File: src/rtl/disp_rx_pkg.sv
package disp_rx_pkg;
    localparam int BYTE_W   = 8;
    localparam int MAX_ARGS = 8;
    localparam int CNT_W    = $clog2(MAX_ARGS + 1);
    localparam int COL_W    = 6;
    localparam int ROW_W    = 7;

    typedef enum logic [0:0] {P_OPCODE, P_ARGS} parse_state_e;
    typedef enum logic [1:0] {MODE_NORMAL, MODE_ALL_ON, MODE_ALL_OFF, MODE_INVERSE} disp_mode_e;
    typedef enum logic [1:0] {RANGE_QUARTER, RANGE_HALF, RANGE_FULL} cur_range_e;

    localparam logic [7:0] OP_COL_WIN  = 8'h15;
    localparam logic [7:0] OP_ROW_WIN  = 8'h75;
    localparam logic [7:0] OP_CONTRAST = 8'h81;
    localparam logic [7:0] OP_RANGE_Q  = 8'h84;
    localparam logic [7:0] OP_RANGE_H  = 8'h85;
    localparam logic [7:0] OP_RANGE_F  = 8'h86;
    localparam logic [7:0] OP_REMAP    = 8'hA0;
    localparam logic [7:0] OP_START    = 8'hA1;
    localparam logic [7:0] OP_OFFSET   = 8'hA2;
    localparam logic [7:0] OP_MODE_NRM = 8'hA4;
    localparam logic [7:0] OP_MODE_ON  = 8'hA5;
    localparam logic [7:0] OP_MODE_OFF = 8'hA6;
    localparam logic [7:0] OP_MODE_INV = 8'hA7;
    localparam logic [7:0] OP_MUX      = 8'hA8;
    localparam logic [7:0] OP_DCDC     = 8'hAD;
    localparam logic [7:0] OP_DISP_OFF = 8'hAE;
    localparam logic [7:0] OP_DISP_ON  = 8'hAF;
    localparam logic [7:0] OP_PHASE    = 8'hB1;
    localparam logic [7:0] OP_ROWPER   = 8'hB2;
    localparam logic [7:0] OP_CLKDIV   = 8'hB3;
    localparam logic [7:0] OP_GRAY     = 8'hB8;
    localparam logic [7:0] OP_PRECHG   = 8'hBC;
    localparam logic [7:0] OP_VCOMH    = 8'hBE;
    localparam logic [7:0] OP_SEGLOW   = 8'hBF;

    function automatic logic [CNT_W-1:0] arg_count(input logic [7:0] op);
        logic [CNT_W-1:0] n;
        case (op)
            OP_COL_WIN, OP_ROW_WIN: n = CNT_W'(2);
            OP_GRAY:                n = CNT_W'(MAX_ARGS);
            OP_CONTRAST, OP_REMAP, OP_START, OP_OFFSET, OP_MUX, OP_DCDC,
            OP_PHASE, OP_ROWPER, OP_CLKDIV, OP_PRECHG, OP_VCOMH, OP_SEGLOW:
                                    n = CNT_W'(1);
            default:                n = '0;
        endcase
        return n;
    endfunction
endpackage

File: src/rtl/pin_sync.sv
module pin_sync #(
    parameter int               W       = 4,
    parameter int               STAGES  = 2,
    parameter logic [W-1:0]     RST_VAL = '0
) (
    input  logic         clk,
    input  logic         rst_n,
    input  logic [W-1:0] d,
    output logic [W-1:0] q
);
    logic [W-1:0] chain [STAGES];

    generate
        for (genvar s = 0; s < STAGES; s++) begin : g_stage
            always_ff @(posedge clk or negedge rst_n) begin
                if (!rst_n) chain[s] <= RST_VAL;
                else if (s == 0) chain[s] <= d;
                else chain[s] <= chain[(s == 0) ? 0 : s-1];
            end
        end
    endgenerate

    assign q = chain[STAGES-1];
endmodule

File: src/rtl/byte_shifter.sv
module byte_shifter #(
    parameter int W = 8
) (
    input  logic         clk,
    input  logic         rst_n,
    input  logic         csn_s,
    input  logic         sclk_s,
    input  logic         dat_s,
    input  logic         dc_s,
    output logic         byte_vld,
    output logic [W-1:0] byte_dat,
    output logic         byte_dc
);
    localparam int BIT_W = $clog2(W);

    logic             sclk_prev;
    logic             sclk_rise;
    logic [BIT_W-1:0] bit_cnt;
    logic [W-1:0]     shift_q;
    logic [W-1:0]     shift_nx;

    assign sclk_rise = sclk_s & ~sclk_prev;
    assign shift_nx  = {shift_q[W-2:0], dat_s};

    always_ff @(posedge clk or negedge rst_n) begin
        if (!rst_n) begin
            sclk_prev <= 1'b0;
            bit_cnt   <= '0;
            shift_q   <= '0;
            byte_vld  <= 1'b0;
            byte_dat  <= '0;
            byte_dc   <= 1'b0;
        end else begin
            sclk_prev <= sclk_s;
            byte_vld  <= 1'b0;
            if (csn_s) begin
                bit_cnt <= '0;
            end else if (sclk_rise) begin
                shift_q <= shift_nx;
                if (bit_cnt == BIT_W'(W-1)) begin
                    bit_cnt  <= '0;
                    byte_vld <= 1'b1;
                    byte_dat <= shift_nx;
                    byte_dc  <= dc_s;
                end else begin
                    bit_cnt <= bit_cnt + 1'b1;
                end
            end
        end
    end
endmodule

File: src/rtl/cmd_parser.sv
module cmd_parser
    import disp_rx_pkg::*;
(
    input  logic                       clk,
    input  logic                       rst_n,
    input  logic                       byte_vld,
    input  logic [BYTE_W-1:0]          byte_dat,
    input  logic                       byte_dc,
    output logic                       pix_valid,
    output logic [BYTE_W-1:0]          pix_byte,
    output logic                       cmd_commit,
    output logic [BYTE_W-1:0]          cmd_op,
    output logic [MAX_ARGS*BYTE_W-1:0] cmd_args
);
    localparam int IDX_W = $clog2(MAX_ARGS);

    parse_state_e      state_q, state_d;
    logic [BYTE_W-1:0] op_q;
    logic [CNT_W-1:0]  left_q;
    logic [IDX_W-1:0]  idx_q;
    logic [BYTE_W-1:0] args_q [MAX_ARGS];
    logic [CNT_W-1:0]  new_cnt;

    assign new_cnt = arg_count(byte_dat);

    always_comb begin
        state_d = state_q;
        unique case (state_q)
            P_OPCODE: if (byte_vld && !byte_dc && new_cnt != '0) state_d = P_ARGS;
            P_ARGS:   if (byte_vld && (byte_dc || left_q == CNT_W'(1))) state_d = P_OPCODE;
        endcase
    end

    always_ff @(posedge clk or negedge rst_n) begin
        if (!rst_n) state_q <= P_OPCODE;
        else        state_q <= state_d;
    end

    always_ff @(posedge clk or negedge rst_n) begin
        if (!rst_n) begin
            pix_valid  <= 1'b0;
            pix_byte   <= '0;
            cmd_commit <= 1'b0;
            cmd_op     <= '0;
            op_q       <= '0;
            left_q     <= '0;
            idx_q      <= '0;
            for (int k = 0; k < MAX_ARGS; k++) args_q[k] <= '0;
        end else begin
            pix_valid  <= 1'b0;
            cmd_commit <= 1'b0;
            if (byte_vld) begin
                if (byte_dc) begin
                    pix_valid <= 1'b1;
                    pix_byte  <= byte_dat;
                end else begin
                    unique case (state_q)
                        P_OPCODE: begin
                            op_q   <= byte_dat;
                            left_q <= new_cnt;
                            idx_q  <= '0;
                            if (new_cnt == '0) begin
                                cmd_commit <= 1'b1;
                                cmd_op     <= byte_dat;
                            end
                        end
                        P_ARGS: begin
                            args_q[idx_q] <= byte_dat;
                            idx_q         <= idx_q + 1'b1;
                            left_q        <= left_q - 1'b1;
                            if (left_q == CNT_W'(1)) begin
                                cmd_commit <= 1'b1;
                                cmd_op     <= op_q;
                            end
                        end
                    endcase
                end
            end
        end
    end

    generate
        for (genvar k = 0; k < MAX_ARGS; k++) begin : g_args
            assign cmd_args[k*BYTE_W +: BYTE_W] = args_q[k];
        end
    endgenerate
endmodule

File: src/rtl/cfg_bank.sv
module cfg_bank
    import disp_rx_pkg::*;
(
    input  logic                       clk,
    input  logic                       rst_n,
    input  logic                       cmd_commit,
    input  logic [BYTE_W-1:0]          cmd_op,
    input  logic [MAX_ARGS*BYTE_W-1:0] cmd_args,
    output logic                       disp_on,
    output logic [1:0]                 disp_mode,
    output logic [1:0]                 cur_range,
    output logic [7:0]                 contrast,
    output logic [COL_W-1:0]           col_start,
    output logic [COL_W-1:0]           col_end,
    output logic [ROW_W-1:0]           row_start,
    output logic [ROW_W-1:0]           row_end,
    output logic [7:0]                 remap,
    output logic [7:0]                 start_line,
    output logic [7:0]                 disp_offset,
    output logic [7:0]                 mux_ratio,
    output logic [7:0]                 dcdc_cfg,
    output logic [7:0]                 phase_len,
    output logic [7:0]                 row_period,
    output logic [7:0]                 clk_div,
    output logic [7:0]                 precharge,
    output logic [7:0]                 vcomh,
    output logic [7:0]                 seg_low,
    output logic [MAX_ARGS*BYTE_W-1:0] gray_tbl
);
    logic [7:0] a0, a1;
    assign a0 = cmd_args[7:0];
    assign a1 = cmd_args[15:8];

    always_ff @(posedge clk or negedge rst_n) begin
        if (!rst_n) begin
            disp_on     <= 1'b0;
            disp_mode   <= MODE_NORMAL;
            cur_range   <= RANGE_QUARTER;
            contrast    <= 8'h00;
            col_start   <= '0;
            col_end     <= COL_W'(8'h3F);
            row_start   <= '0;
            row_end     <= ROW_W'(8'h4F);
            remap       <= 8'h00;
            start_line  <= 8'h00;
            disp_offset <= 8'h00;
            mux_ratio   <= 8'h4F;
            dcdc_cfg    <= 8'h03;
            phase_len   <= 8'h53;
            row_period  <= 8'h25;
            clk_div     <= 8'h02;
            precharge   <= 8'h11;
            vcomh       <= 8'h11;
            seg_low     <= 8'h0E;
            for (int k = 0; k < MAX_ARGS; k++)
                gray_tbl[k*BYTE_W +: BYTE_W] <= (k == 0) ? 8'h01 : 8'h11;
        end else if (cmd_commit) begin
            case (cmd_op)
                OP_COL_WIN:  begin col_start <= a0[COL_W-1:0]; col_end <= a1[COL_W-1:0]; end
                OP_ROW_WIN:  begin row_start <= a0[ROW_W-1:0]; row_end <= a1[ROW_W-1:0]; end
                OP_CONTRAST: contrast    <= a0;
                OP_REMAP:    remap       <= a0;
                OP_START:    start_line  <= a0;
                OP_OFFSET:   disp_offset <= a0;
                OP_MUX:      mux_ratio   <= a0;
                OP_DCDC:     dcdc_cfg    <= a0;
                OP_PHASE:    phase_len   <= a0;
                OP_ROWPER:   row_period  <= a0;
                OP_CLKDIV:   clk_div     <= a0;
                OP_PRECHG:   precharge   <= a0;
                OP_VCOMH:    vcomh       <= a0;
                OP_SEGLOW:   seg_low     <= a0;
                OP_GRAY:     gray_tbl    <= cmd_args;
                OP_RANGE_Q:  cur_range   <= RANGE_QUARTER;
                OP_RANGE_H:  cur_range   <= RANGE_HALF;
                OP_RANGE_F:  cur_range   <= RANGE_FULL;
                OP_MODE_NRM: disp_mode   <= MODE_NORMAL;
                OP_MODE_ON:  disp_mode   <= MODE_ALL_ON;
                OP_MODE_OFF: disp_mode   <= MODE_ALL_OFF;
                OP_MODE_INV: disp_mode   <= MODE_INVERSE;
                OP_DISP_OFF: disp_on     <= 1'b0;
                OP_DISP_ON:  disp_on     <= 1'b1;
                default: ;
            endcase
        end
    end
endmodule

File: src/rtl/disp_cmd_rx.sv
module disp_cmd_rx
    import disp_rx_pkg::*;
(
    input  logic        clk,
    input  logic        rst_n,
    input  logic        ser_csn,
    input  logic        ser_clk,
    input  logic        ser_dat,
    input  logic        ser_dc,
    output logic        pix_valid,
    output logic [7:0]  pix_byte,
    output logic        disp_on,
    output logic [1:0]  disp_mode,
    output logic [1:0]  cur_range,
    output logic [7:0]  contrast,
    output logic [5:0]  col_start,
    output logic [5:0]  col_end,
    output logic [6:0]  row_start,
    output logic [6:0]  row_end,
    output logic [7:0]  remap,
    output logic [7:0]  start_line,
    output logic [7:0]  disp_offset,
    output logic [7:0]  mux_ratio,
    output logic [7:0]  dcdc_cfg,
    output logic [7:0]  phase_len,
    output logic [7:0]  row_period,
    output logic [7:0]  clk_div,
    output logic [7:0]  precharge,
    output logic [7:0]  vcomh,
    output logic [7:0]  seg_low,
    output logic [63:0] gray_tbl
);
    logic [3:0]                 pins_s;
    logic                       csn_s, sclk_s, dat_s, dc_s;
    logic                       byte_vld, byte_dc;
    logic [BYTE_W-1:0]          byte_dat;
    logic                       cmd_commit;
    logic [BYTE_W-1:0]          cmd_op;
    logic [MAX_ARGS*BYTE_W-1:0] cmd_args;

    pin_sync #(.W(4), .STAGES(2), .RST_VAL(4'b1000)) u_sync (
        .clk(clk), .rst_n(rst_n),
        .d({ser_csn, ser_clk, ser_dat, ser_dc}),
        .q(pins_s)
    );
    assign {csn_s, sclk_s, dat_s, dc_s} = pins_s;

    byte_shifter #(.W(BYTE_W)) u_shift (
        .clk(clk), .rst_n(rst_n),
        .csn_s(csn_s), .sclk_s(sclk_s), .dat_s(dat_s), .dc_s(dc_s),
        .byte_vld(byte_vld), .byte_dat(byte_dat), .byte_dc(byte_dc)
    );

    cmd_parser u_parse (
        .clk(clk), .rst_n(rst_n),
        .byte_vld(byte_vld), .byte_dat(byte_dat), .byte_dc(byte_dc),
        .pix_valid(pix_valid), .pix_byte(pix_byte),
        .cmd_commit(cmd_commit), .cmd_op(cmd_op), .cmd_args(cmd_args)
    );

    cfg_bank u_bank (
        .clk(clk), .rst_n(rst_n),
        .cmd_commit(cmd_commit), .cmd_op(cmd_op), .cmd_args(cmd_args),
        .disp_on(disp_on), .disp_mode(disp_mode), .cur_range(cur_range),
        .contrast(contrast), .col_start(col_start), .col_end(col_end),
        .row_start(row_start), .row_end(row_end), .remap(remap),
        .start_line(start_line), .disp_offset(disp_offset),
        .mux_ratio(mux_ratio), .dcdc_cfg(dcdc_cfg), .phase_len(phase_len),
        .row_period(row_period), .clk_div(clk_div), .precharge(precharge),
        .vcomh(vcomh), .seg_low(seg_low), .gray_tbl(gray_tbl)
    );
endmodule

File: config.mk
export PLATFORM = sky130hd
export DESIGN_NAME = disp_cmd_rx
export DESIGN_NICKNAME = d
export VERILOG_FILES = /design/src/rtl/disp_rx_pkg.sv /design/src/rtl/pin_sync.sv /design/src/rtl/byte_shifter.sv /design/src/rtl/cmd_parser.sv /design/src/rtl/cfg_bank.sv /design/src/rtl/disp_cmd_rx.sv
export SDC_FILE = /design/constraint.sdc
export NUM_CORES = 1
export LEC_CHECK = 0
export BUFFER_PORTS_ARGS = -buffer_cell sky130_fd_sc_hd__buf_2
export CAP_MARGIN = 20
export CORE_MARGIN = 8
export CORE_UTILIZATION = 42
export DETAILED_ROUTE_END_ITERATION = 8
export PLACE_DENSITY = 0.65
export SLEW_MARGIN = 30
export SYNTH_ARGS = -nofsm -noshare
export SYNTH_HDL_FRONTEND = slang
export SYNTH_SLANG_ARGS = --single-unit
File: constraint.sdc
create_clock -name clk -period 2.1 [get_ports clk]
set_input_delay 0.105 -clock clk [delete_from_list [all_inputs] [get_ports clk]]
set_output_delay 0.105 -clock clk [all_outputs]
set_load 0.005 [all_outputs]
==> impl_metrics.tcl, run 1 <==
set metrics [dict create \
    run_status "finished, final reports clean" \
    share_comb_of_total_power_pct 1.7 \
    coreArea_mm2 0.0289 \
    numPortBuffers 205 \
    routed_wl_mm 29.1 \
    ios 206 \
    p_total_mw 12.4 \
    seq_area_frac_synth_pct 64.9 \
    dpl.hpwl_mm 20.1 \
    antenna_found_initial 0 \
    ys_top_cells_by_area "dfrtp_1 (54%), mux2_2 (27%), dfstp_2 (11%)" \
    grt_pass1_wl_mm 46.5 \
    htree_levels 2 \
    powerDensity_mw_per_mm2 803 \
    synth_edf_count 0 \
    clock_latency_ns 0.51 \
    layout-drive-gt1-share_pct 62.1 \
    reg2reg_setup_slack_ns 0.009 \
    required_ns 2.50 \
    hp-class "input pin to async pin" \
    diodes 0 \
    finalSetupViolCount 0 \
    maxCapViolCount 0 \
    cp_top_family "compound AO/OA/AOI/OAI gates" \
    grt_start_max_net_pins 66 \
    dp_slack_ns -0.0213 \
    internal-power_mw 9.86 \
    cts.sink_count 318 \
    path_max_fanout 5 \
    report.final.slew_viol_count 0 \
    globalplace.congestion 0.813 \
    finalCriticalPeriod_ns 2.09 \
    routedWlPerCell_um 19.8 \
    cp_slowest_cell "o41ai_4" \
    dr.first_iter.drc_count 273 \
    crit_cells 6 \
    max-vdd-ir-drop_uv 670 \
    leakage_nw 8.26 \
    synthCells 796 \
    critPathLaunch "u_shift.byte_dat[1]$_DFFE_PN0P_" \
    cts_buffer_depth 3 \
    synth_nets 807 \
    clkPwrFrac_pct 48.0 \
    drt-vias-per-instance 4.99 \
    start_kind "flip-flop" \
    nets 1073 \
    synth_cell_types 39 \
    cts_buffers 35 \
    switchingPower_mw 2.57 \
    design.die.area_mm2 0.0352 \
    reg2reg_from "u_shift.byte_dat[1]$_DFFE_PN0P_" \
    rows 62 \
    layout.cells.non_filler 1472 \
    synthFlopType "dfrtp_1" \
    crit_chain "o311a_1 > a31oi_4 > a2111oi_4 > o41ai_4 > buf_4 > mux2_4" \
    fin_worst_skew_ns 0.0165 \
    placed_cell_area_mm2 0.0142 \
    synth_area_mm2 0.0124 \
    synth_area_per_cell_um2 15.5 \
    fmax_mhz 478 \
    synth_top_area_share_pct 54.3 \
    worstSetupPathType "flip-flop to flip-flop" \
    r2r_cells 6 \
    cts_root_buf "clkbuf_16" \
    num-fill-cells 2485 \
    cts_tree "done" \
    synth_seq_cells 318 \
    grt_use_total_pct 16.3 \
    relSlewSlack_pct 46.8 \
    vias 7348 \
    setup_slack_ns 0.00882 \
    clkTransAtPathRegs_ns 0.06 \
    seqPwrFrac_pct 50.2 \
    cp.arrival_ns 2.49 \
    start_util_pct 42.8 \
    synthTopCellsByCount "mux2_2 (292), dfrtp_1 (268), dfstp_2 (50), clkbuf_1 (31), nand2_1 (31)" \
    endpoint_kind "flip-flop" \
    tightest_slew_ns 0.798 \
    syn_to_final_growth_pct 25.4 \
    die_x_um 187 \
    synthArstFlopShare_pct 100 \
    fin_area_mm2 0.0155 \
    drc 0 \
    period_share_pct 99.6 \
    p_sw_share_pct 20.7 \
    dr.pass1.iters 4 \
    placedCellCount 1401 \
    ant_nets 0 \
    reg2reg_to "u_parse.cmd_op[0]$_DFFE_PN0P_" \
    grt_overflow_total 0 \
    die_height_um 187 \
    final_hold_viol_count 0 \
    yosys_warnings 0 \
    synth_most_common_cell "mux2_2" \
    rsz0062_at_grt "yes" \
    synth_top_cell_by_area "dfrtp_1" \
    grt_pass1_vias 7800 \
    worst-path-buf-inv 1 \
    crit_path_max_incr_delay_ns 0.42 \
]
-- how the worst max path moves through the flow --
stage | slack (ns) | end
final | 0.009 | u_parse.cmd_op[0]$_DFFE_PN0P_
after global routing | -0.07 | u_parse.cmd_op[0]$_DFFE_PN0P_
after CTS | 0.02 | u_parse.cmd_op[7]$_DFFE_PN0P_
after detailed placement | -0.02 | u_bank.start_line[6]$_DFFE_PN0P_
after global placement | 0.02 | u_bank.disp_offset[4]$_DFFE_PN0P_
after floorplan | 0.03 | u_parse.cmd_op[0]$_DFFE_PN0P_
-- placed cells by master, fill, tap and decap left out, types with 4 or more instances in the layout --
cell type,synthesis,routed
clkinv_2,0,5
buf_12,0,6
dfrtp_1,268,268
dfstp_2,50,50
mux2_2,292,284
clkbuf_16,0,35
nand2_1,31,28
mux2i_1,4,4
a21oi_1,5,4
clkbuf_1,31,9
buf_2,6,204
nor2_1,19,19
nand2b_1,4,4
o21ai_0,19,18
nand3_1,9,9
dlygate4sd3_1,0,5
buf_4,0,52
and2_1,4,4
inv_1,5,5
ha_1,5,5
clkbuf_8,0,7
nor2b_1,6,6
mux2_4,0,8
-- layer usage --
| layer | global-route usage [%] | share of wire [%] |
|---|---|---|
| met1 | 21.8 | 45 |
| met2 | 26.0 | 46 |
| met3 | 4.73 | 6.6 |
| met4 | 3.97 | 1.7 |
| met5 | 0 | 0 |
-- what timing repair did --
action,4_1_cts,5_1_grt
gates resized for setup,2,17
pin swaps,0,4
hold endpoints to repair,61,0
hold buffers,5,0
cloned,0,1
setup buffers,0,2
setup endpoints to repair,13,17
-- cell type report --
class                           instances  area, µm²  share of cell area (%)
Clock buffer                           51       1010                    6.49
Clock inverter                         12        128                   0.824
Inverter                                5       18.8                   0.121
Multi-Input combinational cell        433       4230                    27.3
Sequential cell                       318       8020                    51.8
Tap cell                              384        480                    3.10
Timing Repair Buffer                  269       1610                    10.4
-- per-stage QoR --
stage          TNS [ns]  hold slack [ns]  utilization (%)
2_1_floorplan         0           -0.191                -
3_3_place_gp          0           0.0936             49.2
3_5_place_dp     -0.125           0.0884             49.2
4_1_cts               0            0.156             53.4
5_1_grt          -0.432            0.175             53.7
6_report              0            0.155             53.7
-- worst reg2reg max path: cells and delay by family (launching register included) --
kind / cells / cell delay (ns)
AO/OA/AOI/OAI: 4 / 1.06
buffers and inverters: 1 / 0.22
multiplexers: 1 / 0.30
flip-flops: 1 / 0.41
-- cells by family (layout without fill, tap and decap cells) --
logic type               after synthesis  after routing  synth area share, %
AND/OR/NAND/NOR                       97             97                 4.21
adder cells (fa/ha/maj)                5              5                0.506
flip-flops                           318            318                 64.9
XOR/XNOR                               1              1               0.0709
buffers and inverters                 45            337                 1.49
multiplexers                         297            297                 27.0
AO/OA/AOI/OAI                         33             33                 1.75
-- power groups by stage --
stage | logic, mW | registers [mW] | clock network [mW]
floorplan | 0.0586 | 6.34 | 0
detailed placement | 0.219 | 6.35 | 0
CTS | 0.228 | 6.24 | 6.15
finish | 0.217 | 6.25 | 5.97
global placement | 0.214 | 6.35 | 0
global route | 0.248 | 6.25 | 6.39
(Power assumes the default switching activity.)
==> run 2, diff against run 1 <==
--- a/config.mk
+++ b/config.mk
@@ -7,10 +7,12 @@
 export LEC_CHECK = 0
 export BUFFER_PORTS_ARGS = -buffer_cell sky130_fd_sc_hd__buf_2
 export CAP_MARGIN = 20
+export CELL_PAD_IN_SITES_DETAIL_PLACEMENT = 1
+export CELL_PAD_IN_SITES_GLOBAL_PLACEMENT = 1
 export CORE_MARGIN = 8
 export CORE_UTILIZATION = 42
 export DETAILED_ROUTE_END_ITERATION = 8
-export PLACE_DENSITY = 0.65
+export PLACE_DENSITY = 0.76
 export SLEW_MARGIN = 30
 export SYNTH_ARGS = -nofsm -noshare
 export SYNTH_HDL_FRONTEND = slang
==> run 2 against run 1 <==
- the flow now finishes with violations (setup timing)
- combinational power about the same
- clock-buffer cell count increased by 2
- via count increased by 2.5%
- non-clock buffer count unchanged
- sequential share of layout area decreased by 0.43 points
- sequential power about the same
- register-to-register slack got worse by 0.07 ns
- largest cell class unchanged
- power increased by 3.3%
==> impl_metrics.tcl, run 2 (synthesis gave the netlist of run 1 again) <==
set metrics [dict create \
    syn_to_final_growth_pct 26.5 \
    final_hold_viol_count 0 \
    dr.pass1.iters 4 \
    hp-class "input pin to async pin" \
    maxCapViolCount 0 \
    max-vdd-ir-drop_uv 563 \
    ios 206 \
    grt_start_max_net_pins 65 \
    cts.sink_count 318 \
    placedCellCount 1398 \
    finalSetupViolCount 8 \
    report.final.slew_viol_count 0 \
    p_total_mw 12.8 \
    cp.arrival_ns 2.55 \
    drt-vias-per-instance 5.12 \
    routed_wl_mm 32.0 \
    grt_use_total_pct 18.2 \
    rsz0062_at_grt "yes" \
    cts_tree "done" \
    cts_buffer_depth 3 \
    leakage_nw 8.32 \
    mostFrequentLayoutCell "mux2_2" \
    cp_top_family "compound AO/OA/AOI/OAI gates" \
    ant_nets 0 \
    htree_levels 2 \
    wl_met1_mm 13.9 \
    crit_chain "o21ai_0 > a31oi_2 > a2111oi_4 > o41ai_4 > buf_4 > clkbuf_16 > mux2_4" \
    wl_met3_mm 1.64 \
    tightest_slew_ns 0.864 \
    die_height_um 187 \
    period_share_pct 103 \
    layout-drive-gt1-share_pct 62.9 \
    wl_met2_mm 15.8 \
    reg2reg_from "u_shift.byte_dat[0]$_DFFE_PN0P_" \
    drc 0 \
    path_max_fanout 5 \
    vias 7532 \
    nets 1073 \
    start_util_pct 42.8 \
    globalplace.congestion 0.794 \
    routedWlPerCell_um 21.8 \
    clock_latency_ns 0.50 \
    dr.first_iter.drc_count 340 \
    seqPwrFrac_pct 48.6 \
    endpoint_kind "flip-flop" \
    worst-path-buf-inv 2 \
    relSlewSlack_pct 42.4 \
    grt_overflow_total 0 \
    fmax_mhz 462 \
    antenna_found_initial 0 \
    layout.cells.non_filler 1472 \
    switchingPower_mw 2.57 \
    die_x_um 187 \
    whs_ns 0.166 \
    final_cell_mix "mux2_2 (284), dfrtp_1 (266), buf_2 (204)" \
    numPortBuffers 205 \
    setup_tns_ns -0.433 \
    grt_pass1_wl_mm 51.3 \
    start_kind "flip-flop" \
    failed_checks "setup timing" \
    critPathLaunch "u_shift.byte_dat[0]$_DFFE_PN0P_" \
    required_ns 2.49 \
    setup_slack_ns -0.0654 \
    grt_pass1_vias 8523 \
    dp_slack_ns -0.00868 \
    finalCriticalPeriod_ns 2.17 \
    design.die.area_mm2 0.0352 \
    coreArea_mm2 0.0289 \
    cts_root_buf "clkbuf_16" \
    internal-power_mw 10.3 \
    fin_worst_skew_ns 0.0118 \
    diodes 0 \
    cp_slowest_cell "dfrtp_1" \
    rows 62 \
    run_status "finished, violations left" \
    clkTransAtPathRegs_ns 0.06 \
    worstSetupPathType "flip-flop to flip-flop" \
    dpl.hpwl_mm 21.6 \
    powerDensity_mw_per_mm2 822 \
    p_sw_share_pct 20.0 \
    crit_path_max_incr_delay_ns 0.41 \
    cts_buffers 35 \
    share_comb_of_total_power_pct 1.7 \
    clkPwrFrac_pct 49.7 \
    highest_layer "met4" \
]
run 2: changes by cell type in the layout (fill, tap and decap cells not counted), sizes merged:
| cell | before | now |
|---|---|---|
| buf | 264 | 263 |
| clkinvlp | 1 | 0 |
| clkbuf | 51 | 54 |
| bufinv | 2 | 4 |
| inv | 8 | 5 |
run 2: routing by layer:
layer / track usage (%) / up-vias
li1: - / 3343
met1: 23.4 / 3935
met2: 30.4 / 200
met3: 4.19 / 54
met4: 4.94 / 0
met5: 0 / -
run 2: cell type report:
cell class | count | area [µm²]
Fill cell | 2851 | 13200
Inverter | 5 | 18.8
Multi-Input combinational cell | 433 | 4240
Sequential cell | 318 | 8020
Timing Repair Buffer | 269 | 1650
Tap cell | 384 | 480
Clock inverter | 10 | 150
Clock buffer | 53 | 1070
run 2: per-stage QoR:
step | cell area, µm² | utilization [%]
final | 15600 | 54.2
after global routing | 15600 | 54.2
after CTS | 15500 | 53.7
after detailed placement | 14200 | 49.2
after global placement | 14200 | 49.2
after floorplan | 12400 | -
run 2: repair_timing:
item	4_1_cts	5_1_grt
pin swaps	1	0
gates resized for setup	1	22
buffers inserted	1	4
hold buffers	5	0
endpoints found under the hold margin	61	0
endpoints found under the setup margin	12	56
cloned	0	1
run 2: worst reg2reg max path, delay by kind of cell (launching register included):
family          cells  cell delay [ns]
compound gates      4             1.05
flops               1             0.41
mux                 1             0.29
buf+inv             2             0.33
run 2: final timing paths:
check / end / slack, ns / depth (start not counted)
setup reg to reg: u_parse.cmd_op[2]$_DFFE_PN0P_ / -0.07 / 7
setup / recovery: u_parse.cmd_op[2]$_DFFE_PN0P_ / -0.07 / 7
max in group asynchronous: u_bank.seg_low[3]$_DFFE_PN1P_ / 1.16 / 3
min in group clk: u_sync.chain[7]$_DFF_PN1_ / 0.24 / 2
hold reg to reg: u_sync.q[0]$_DFF_PN0_ / 0.35 / 0
hold / removal: u_bank.col_start[5]$_DFFE_PN0P_ / 0.17 / 2
run 2: power groups by stage:
| stage | Clock (mW) | Combinational [mW] | Sequential (mW) |
|---|---|---|---|
| 2_1_floorplan | 0 | 0.0586 | 6.34 |
| 3_3_place_gp | 0 | 0.217 | 6.35 |
| 3_5_place_dp | 0 | 0.224 | 6.35 |
| 4_1_cts | 6.56 | 0.232 | 6.24 |
| 5_1_grt | 6.79 | 0.257 | 6.25 |
| 6_report | 6.38 | 0.220 | 6.24 |
